--- src/rtl/uart_regif_pkg.sv ---
package uart_regif_pkg;
  typedef enum logic [1:0] {
    SEL_DATA = 2'd0,
    SEL_STAT = 2'd1,
    SEL_CTRL = 2'd2,
    SEL_NONE = 2'd3
  } reg_sel_e;

  // status bit positions
  localparam int ST_PERR = 15;
  localparam int ST_OVR  = 14;
  localparam int ST_RXF  = 12;
  localparam int ST_TXE  = 11;
  // control bit positions
  localparam int CT_CLR  = 10;
  localparam int CT_IEN  = 9;
  localparam int CT_C7   = 8;

  typedef struct packed {
    logic perr;
    logic ovr;
    logic rxf;
    logic txe;
  } chan_stat_t;
endpackage

--- src/rtl/uart_ctrl_reg.sv ---
module uart_ctrl_reg (
  input  logic clk,
  input  logic rst_n,
  input  logic wr_ctl,
  input  logic wbit_clr,
  input  logic wbit_ien,
  input  logic wbit_c7,
  output logic ien,
  output logic char7,
  output logic err_clr
);
  always_ff @(posedge clk or negedge rst_n) begin
    if (!rst_n) begin
      ien   <= 1'b0;
      char7 <= 1'b0;
    end else if (wr_ctl) begin
      ien   <= wbit_ien;
      char7 <= wbit_c7;
    end
  end

  assign err_clr = wr_ctl && !wbit_clr;


  ctrl_load_chk: assert property (@(posedge clk) disable iff (!rst_n)
    wr_ctl |=> (ien == $past(wbit_ien)) && (char7 == $past(wbit_c7)));
endmodule

--- src/rtl/uart_tx_buf.sv ---
module uart_tx_buf #(
  parameter int CHAR_W = 8
) (
  input  logic              clk,
  input  logic              rst_n,
  input  logic              wr_data,
  input  logic [CHAR_W-1:0] wbyte,
  input  logic              char7,
  input  logic              txo_ready,
  output logic              txo_valid,
  output logic [CHAR_W-1:0] txo_data,
  output logic              txe
);
  localparam logic [CHAR_W-1:0] MASK7 = {1'b0, {(CHAR_W-1){1'b1}}};

  logic [CHAR_W-1:0] buf_q;
  logic              txe_q;
  logic              accept, handoff;

  assign accept  = wr_data && txe_q;
  assign handoff = !txe_q && txo_ready;

  always_ff @(posedge clk or negedge rst_n) begin
    if (!rst_n) begin
      buf_q <= '0;
      txe_q <= 1'b1;
    end else begin
      if (accept) begin
        buf_q <= wbyte;
        txe_q <= 1'b0;
      end else if (handoff) begin
        txe_q <= 1'b1;
      end
    end
  end

  assign txe       = txe_q;
  assign txo_valid = !txe_q;
  assign txo_data  = char7 ? (buf_q & MASK7) : buf_q;


  tx_ignore_chk: assert property (@(posedge clk) disable iff (!rst_n)
    (wr_data && !txe_q) |=> $stable(buf_q));

  tx_accept_chk: assert property (@(posedge clk) disable iff (!rst_n)
    (wr_data && txe_q) |=> (!txe_q && buf_q == $past(wbyte)));

  tx_hold_chk: assert property (@(posedge clk) disable iff (!rst_n)
    (txo_valid && !txo_ready) |=> (txo_valid && $stable(buf_q)));
endmodule

--- src/rtl/uart_rx_buf.sv ---
module uart_rx_buf #(
  parameter int CHAR_W = 8
) (
  input  logic              clk,
  input  logic              rst_n,
  input  logic              rxi_valid,
  input  logic [CHAR_W-1:0] rxi_data,
  input  logic              rxi_perr,
  input  logic              rd_data,
  input  logic              err_clr,
  input  logic              char7,
  output logic [CHAR_W-1:0] rd_byte,
  output logic              rxf,
  output logic              perr,
  output logic              ovr
);
  localparam logic [CHAR_W-1:0] MASK7 = {1'b0, {(CHAR_W-1){1'b1}}};

  logic [CHAR_W-1:0] buf_q;
  logic rxf_q, perr_q, ovr_q;
  logic take, overrun, load;

  assign take    = rd_data && rxf_q;
  assign overrun = rxi_valid && rxf_q && !take;
  assign load    = rxi_valid && !overrun;

  always_ff @(posedge clk or negedge rst_n) begin
    if (!rst_n) begin
      buf_q  <= '0;
      rxf_q  <= 1'b0;
      perr_q <= 1'b0;
      ovr_q  <= 1'b0;
    end else begin
      if (load) begin
        buf_q <= rxi_data;
        rxf_q <= 1'b1;
      end else if (take) begin
        rxf_q <= 1'b0;
      end
      if (rxi_valid && rxi_perr) perr_q <= 1'b1;
      else if (err_clr)          perr_q <= 1'b0;
      if (overrun)               ovr_q  <= 1'b1;
      else if (err_clr)          ovr_q  <= 1'b0;
    end
  end

  assign rd_byte = char7 ? (buf_q & MASK7) : buf_q;
  assign rxf     = rxf_q;
  assign perr    = perr_q;
  assign ovr     = ovr_q;


  rx_overrun_chk: assert property (@(posedge clk) disable iff (!rst_n)
    (rxi_valid && rxf_q && !rd_data) |=> (ovr_q && $stable(buf_q)));

  rx_drain_chk: assert property (@(posedge clk) disable iff (!rst_n)
    (rd_data && rxf_q && !rxi_valid) |=> !rxf_q);

  err_clear_only_chk: assert property (@(posedge clk) disable iff (!rst_n)
    ($fell(perr_q) || $fell(ovr_q)) |-> $past(err_clr));

  perr_set_chk: assert property (@(posedge clk) disable iff (!rst_n)
    (rxi_valid && rxi_perr) |=> perr_q);
endmodule

--- src/rtl/uart_regif.sv ---
module uart_regif
  import uart_regif_pkg::*;
#(
  parameter int ADDR_W = 2,
  parameter int DATA_W = 16,
  parameter int CHAR_W = 8
) (
  input  logic              clk,
  input  logic              rst_n,
  input  logic [ADDR_W-1:0] bus_addr,
  input  logic              bus_wr,
  input  logic              bus_rd,
  input  logic [DATA_W-1:0] bus_wdata,
  output logic [DATA_W-1:0] bus_rdata,
  output logic              txo_valid,
  input  logic              txo_ready,
  output logic [CHAR_W-1:0] txo_data,
  input  logic              rxi_valid,
  input  logic [CHAR_W-1:0] rxi_data,
  input  logic              rxi_perr,
  output logic              irq
);
  localparam logic [ADDR_W-1:0] A_DATA = ADDR_W'(SEL_DATA);
  localparam logic [ADDR_W-1:0] A_STAT = ADDR_W'(SEL_STAT);
  localparam logic [ADDR_W-1:0] A_CTRL = ADDR_W'(SEL_CTRL);

  logic wr_data, rd_data, wr_ctl;
  logic ien, char7, err_clr;
  logic [CHAR_W-1:0] rd_byte;
  chan_stat_t st;

  assign wr_data = bus_wr && (bus_addr == A_DATA);
  assign rd_data = bus_rd && (bus_addr == A_DATA);
  assign wr_ctl  = bus_wr && (bus_addr == A_CTRL);

  uart_ctrl_reg u_ctrl (
    .clk      (clk),
    .rst_n    (rst_n),
    .wr_ctl   (wr_ctl),
    .wbit_clr (bus_wdata[CT_CLR]),
    .wbit_ien (bus_wdata[CT_IEN]),
    .wbit_c7  (bus_wdata[CT_C7]),
    .ien      (ien),
    .char7    (char7),
    .err_clr  (err_clr)
  );

  uart_tx_buf #(.CHAR_W(CHAR_W)) u_tx (
    .clk       (clk),
    .rst_n     (rst_n),
    .wr_data   (wr_data),
    .wbyte     (bus_wdata[CHAR_W-1:0]),
    .char7     (char7),
    .txo_ready (txo_ready),
    .txo_valid (txo_valid),
    .txo_data  (txo_data),
    .txe       (st.txe)
  );

  uart_rx_buf #(.CHAR_W(CHAR_W)) u_rx (
    .clk       (clk),
    .rst_n     (rst_n),
    .rxi_valid (rxi_valid),
    .rxi_data  (rxi_data),
    .rxi_perr  (rxi_perr),
    .rd_data   (rd_data),
    .err_clr   (err_clr),
    .char7     (char7),
    .rd_byte   (rd_byte),
    .rxf       (st.rxf),
    .perr      (st.perr),
    .ovr       (st.ovr)
  );

  always_comb begin
    bus_rdata = '0;
    if (bus_rd) begin
      case (bus_addr)
        A_DATA: bus_rdata[CHAR_W-1:0] = rd_byte;
        A_STAT: begin
          bus_rdata[ST_PERR] = st.perr;
          bus_rdata[ST_OVR]  = st.ovr;
          bus_rdata[ST_RXF]  = st.rxf;
          bus_rdata[ST_TXE]  = st.txe;
        end
        A_CTRL: begin
          bus_rdata[CT_CLR] = 1'b1;
          bus_rdata[CT_IEN] = ien;
          bus_rdata[CT_C7]  = char7;
        end
        default: bus_rdata = '0;
      endcase
    end
  end

  assign irq = ien && (st.perr || st.ovr || st.rxf);


  irq_gate_chk: assert property (@(posedge clk) disable iff (!rst_n)
    !ien |-> !irq);

  rdata_idle_chk: assert property (@(posedge clk) disable iff (!rst_n)
    !bus_rd |-> (bus_rdata == '0));

  txo_stream_chk: assert property (@(posedge clk) disable iff (!rst_n)
    (txo_valid && txo_ready) |=> !txo_valid);
endmodule

--- config.mk ---
export PLATFORM = sky130hd
export DESIGN_NAME = uart_regif
export DESIGN_NICKNAME = d
export VERILOG_FILES = /design/src/rtl/uart_regif_pkg.sv /design/src/rtl/uart_ctrl_reg.sv /design/src/rtl/uart_tx_buf.sv /design/src/rtl/uart_rx_buf.sv /design/src/rtl/uart_regif.sv
export SDC_FILE = /design/constraint.sdc
export NUM_CORES = 1
export LEC_CHECK = 0
export BUFFER_PORTS_ARGS = -buffer_cell sky130_fd_sc_hd__buf_2
export CAP_MARGIN = 40
export CORE_ASPECT_RATIO = 1.4
export CORE_MARGIN = 1.5
export CORE_UTILIZATION = 46
export DETAILED_ROUTE_END_ITERATION = 8
export HOLD_SLACK_MARGIN = 0.05
export PLACE_DENSITY_LB_ADDON = 0.05
export SLEW_MARGIN = 10
export SYNTH_ARGS = -nofsm -noshare
export SYNTH_HDL_FRONTEND = slang
export SYNTH_SLANG_ARGS = --single-unit
--- constraint.sdc ---
create_clock -name clk -period 3.2 [get_ports clk]
set_input_delay 0 -clock clk [delete_from_list [all_inputs] [get_ports clk]]
set_output_delay 0 -clock clk [all_outputs]
set_load 0.005 [all_outputs]
-- Word level (Yosys, flattened, before mapping)
Cells that the tools add are included.
- muxes and demuxes: 14
- reductions and logical operators: 23
- equal/unequal tests: 2
- operators by type and width (kind ; count):
    two-way mux 8 bit ; 3
    two-way mux 16 bit ; 1
    logical AND 1 bit ; 12
    nonzero test 2 bit ; 4
    two-way mux 1 bit ; 7
    zero test 1 bit ; 4
    two-way mux 2 bit ; 2
    two-way mux 3 bit ; 1
    equality test 2 x 1 -> 1 bit (second input constant) ; 1
    equality test 2 bit (second input constant) ; 1
    zero test 2 bit ; 1
    logical OR 1 bit ; 2
- input bits: 33
- output and inout bits: 26
- bits in registers: 22

-- Logic depth before layout (Yosys ltp)
- depth after elaboration: 8
- depth in mapped cells: 4
- mapped depth without buffers: 3

-- Hierarchy
Synthesis repeated with hierarchy kept, for this count alone.
- cells, all modules: 94
- area, all modules: 1265.0 sq um
- by module, submodules not included (module ; cells an instance ; instances ; seq. area each (sq um) ; area each (sq um)):
    uart_rx_buf ; 36 ; 1 ; 275.3 ; 509.2
    uart_tx_buf ; 29 ; 1 ; 226.5 ; 431.7
    uart_regif ; 24 ; 1 ; 0.0 ; 245.2
    uart_ctrl_reg ; 5 ; 1 ; 50.0 ; 78.8

-- Worst setup path after synthesis
Ideal clock, no wire load.
- kind: reg-to-reg
- start point: register u_tx.txe_q, in the netlist u_tx.txe
- end point: register u_tx.buf_q[0]
- arrival: 1.120 ns
- setup time: 0.125 ns
- path buffers: 1
- clock period less this slack: 1.245 ns
- stages on the path, launching flop included: 4
- slack: 1.955 ns
- cells stage by stage: dfstp_2 and3_1 buf_6 mux2_2
- word-level cells in the longest chain between the ends: 1
- RTL lines (element ; line ; text):
    start, declared ; uart_tx_buf.sv:17 ; logic txe_q;
    start signal, assigned ; uart_tx_buf.sv:26 ; txe_q <= 1'b1;
    start signal, assigned ; uart_tx_buf.sv:30 ; txe_q <= 1'b0;
    start signal, assigned ; uart_tx_buf.sv:32 ; txe_q <= 1'b1;
    logical AND 1 bit ; uart_tx_buf.sv:20 ; assign accept = wr_data && txe_q;
    end signal, assigned ; uart_tx_buf.sv:29 ; buf_q <= wbyte;
    end, declared ; uart_tx_buf.sv:16 ; logic [CHAR_W-1:0] buf_q;
Every way passes these cells.
A chain may end at the register's enable or synchronous reset.

-- Final worst setup path
- start point: input bus_wdata[10]
- end point: register u_rx.perr_q, in the netlist u_rx.perr
- word-level cells in the longest chain between the ends: 3
- RTL lines (element ; line ; text):
    start, declared ; uart_regif.sv:13 ; input logic [DATA_W-1:0] bus_wdata,
    zero test 1 bit ; uart_ctrl_reg.sv:22 ; assign err_clr = wr_ctl && !wbit_clr;
    logical AND 1 bit ; uart_ctrl_reg.sv:22 ;
    nonzero test 2 bit (no source line) ; - ;
    end signal, assigned ; uart_rx_buf.sv:31 ; perr_q <= 1'b0;
    end signal, assigned ; uart_rx_buf.sv:40 ; if (rxi_valid && rxi_perr) perr_q <= 1'b1;
    end signal, assigned ; uart_rx_buf.sv:41 ; else if (err_clr) perr_q <= 1'b0;
    end, declared ; uart_rx_buf.sv:20 ; logic rxf_q, perr_q, ovr_q;
Every way passes these cells.

==> metrics <==
status complete, no violations; area grow syn2layout 46.2%; DRT Wirelength 2030 µm; GRT Overall Usage 0.179; total gr overflow 0; most frequent cell after synthesis dfrtp_1; Clock Tree Buf Depth 2; met1 wire length 814 µm; Required @ worst endpoint 3.39 ns; clk slew on worst S/H paths 0.12 ns; IO Pins 59; top layer in use met4; Max stage delay on crit path 0.56 ns; Vias/cell 4.78; Worst EP arrival 1.70 ns; maximum vdd drop 337 µV; Core Region 2180 µm²; Tcrit/Tclk final 0.471; Non-Filler Instances 175; flops & latches, synth 22; post-synthesis async set-or-reset flop share 1.00; Synth top cells by count 21 x dfrtp_1, 18 x mux2_2, 8 x buf_4; Post-route DRC 0; WL met3 115 µm; first-pass GRT wire length 3440 µm; number of synthesized flops with an enable pin 0; worst-path fanout max 2; register area share after synthesis 0.518; DR vias 837; WL/cell 11.6 µm; Sink Count 22; final setup TNS 0 ns; drt pass-1 iters 3; Final min period 1.51 ns; n_diodes 0; Final Core Density 0.716; Post-CTS Setup Repair Bufs 0; Rows 20; Num CTS Buffers 3; vias in the first global route 829; pin count of the biggest net entering global routing 23; H-tree level count 1; CTS tree built; Most used DFF post-synth dfrtp_1; critical path's slowest cell dlygate4sd3_1; top cell type by total area after synthesis dfrtp_1; Post-Syn Nets 115; met2 routed WL 1090 µm; Filler cells 175; top post-synthesis cells by area dfrtp_1 49%, mux2_2 19%, buf_4 5.6%; static leakage 0.793 nW; type of the worst setup path input pin to flip-flop; Slew Limit Fails 0; critical-path cell list dlygate4sd3_1, buf_2, or2_2, a22o_1, dlygate4sd3_1; clk_lat worst skew 0.30 ns; Die Y 60.0 µm; # port buffers 52; Worst Skew 0.00523 ns; Die ar. 2620 µm²; Critical path origin bus_wdata[10]; Post-Syn Area 1070 µm²; crit start category input pin; share of cells above drive strength 1 0.569; worst reg-to-reg path cell count 2; RSZ-0062 raised after global routing false; library cells used by synthesis 23; Worst Hold Launch bus_addr[0]; FF-to-FF Start u_tx.txe$_DFFE_PN1P_; Worst Hold Class input pin to flip-flop; Tot Pwr 677 µW; Post-Place Cells 147; Max-Cap Viols 0; initial DRC count 6; syn avg cell area 13.0 µm²; Initial Util 0.490; fin nets 187; Crit path top cell by count dlygate4sd3_1; Worst Setup End Kind flip-flop; final hold viol count 0; gpl congestion 0.752; synth warn 0; r2r setup slk 1.75 ns; Worst Hold Depth 3; # setup viols final 0; Post-DRT Antenna Nets 0; PwrDens 434 nW/µm²; cell chosen for the clock root clkbuf_4; share of the synthesized area in the top cell type 0.493; fmax 664 MHz; Mapped Cells 82; Resized Gates After CTS 0; DP HPWL 1410 µm; initial antenna violation count 0; die span in x 43.7 µm
## worst max-delay path, delay by kind of cell
family | cells | cell delay (ns)
AO/OA/AOI/OAI | 1 | 0.20
AND/OR/NAND/NOR | 1 | 0.30
buffers and inverters | 3 | 1.20
## stage by stage
step,instance area (µm²),hold WS (ns),setup WS [ns]
final,1560,0.0634,1.69
after global routing,1560,0.0811,1.66
after CTS,1560,0.0513,1.72
after detailed placement,1280,-0.00902,1.74
after global placement,1280,-0.0163,1.78
after floorplan,1070,-0.296,1.96
## timing repair
action                                  CTS  global route
endpoints found under the hold margin    44             0
hold buffers                             24             0
endpoints found under the setup margin    0             0
## state kept, by name (all words and copies together), names as in the netlist
| register | count |
|---|---|
| u_rx.rxf | 1 |
| u_tx.buf_q | 8 |
| u_ctrl.ien | 1 |
| u_ctrl.char7 | 1 |
| u_rx.perr | 1 |
| u_tx.txe | 1 |
| u_rx.buf_q | 8 |
| u_rx.ovr | 1 |
## routing by layer
| layer | vias to the layer above | global-route usage |
|---|---|---|
| li1 | 410 | - |
| met1 | 393 | 0.196 |
| met2 | 32 | 0.330 |
| met3 | 2 | 0.0302 |
| met4 | 0 | 0.0779 |
| met5 | - | 0 |
## where the power goes
group,switching [mW],internal (mW),leakage (nW)
Combinational,0.0552,0.110,0.520
Clock,0.0790,0.0693,0.0210
Sequential,0.0277,0.336,0.252
## worst paths after layout
check	endpoint
setup / recovery	u_rx.perr$_DFFE_PN0P_
hold / removal	u_rx.rxf$_DFFE_PN0P_
setup reg to reg	u_tx.buf_q[6]$_DFFE_PN0P_
hold reg to reg	u_rx.buf_q[2]$_DFFE_PN0P_
max in group asynchronous	u_tx.txe$_DFFE_PN1P_
min in group asynchronous	u_rx.perr$_DFFE_PN0P_
## cell families after synthesis
family          Yosys count  synth area share
compound gates            5            0.0481
buf+inv                  11            0.0739
flops                    22             0.518
mux                      18             0.190
other cells               1           0.00352
simple gates             25             0.167
## layout make-up
cell class,instances,area (µm²),share of cell area
clock buffers,4,36.3,0.0233
inverters,2,7.51,0.00482
multi-input cells,49,435,0.279
flip-flops and latches,22,552,0.354
well taps,22,27.5,0.0177
repair buffers,76,500,0.321
## layout by cell type (no fill, tap or decap)
cell type	netlist	layout
and3b_2	2	2
nor2_1	3	3
o21bai_1	1	1
nor3b_1	1	1
nor3b_4	1	1
and3_1	1	1
a22o_1	1	1
nand2_1	1	1
inv_1	2	2
o21ai_4	1	1
nand3b_1	1	1
dfstp_2	1	1
conb_1	1	1
mux2_2	18	18
and2_2	7	7
clkbuf_4	0	3
clkbuf_8	0	1
nor2b_1	1	1
a32o_1	1	1
buf_2	0	52
o31a_1	1	1
dfrtp_1	21	21
or2_2	1	1
dlygate4sd3_1	0	24
and2_1	6	6
No activity file was read; power rests on OpenSTA's default activity.
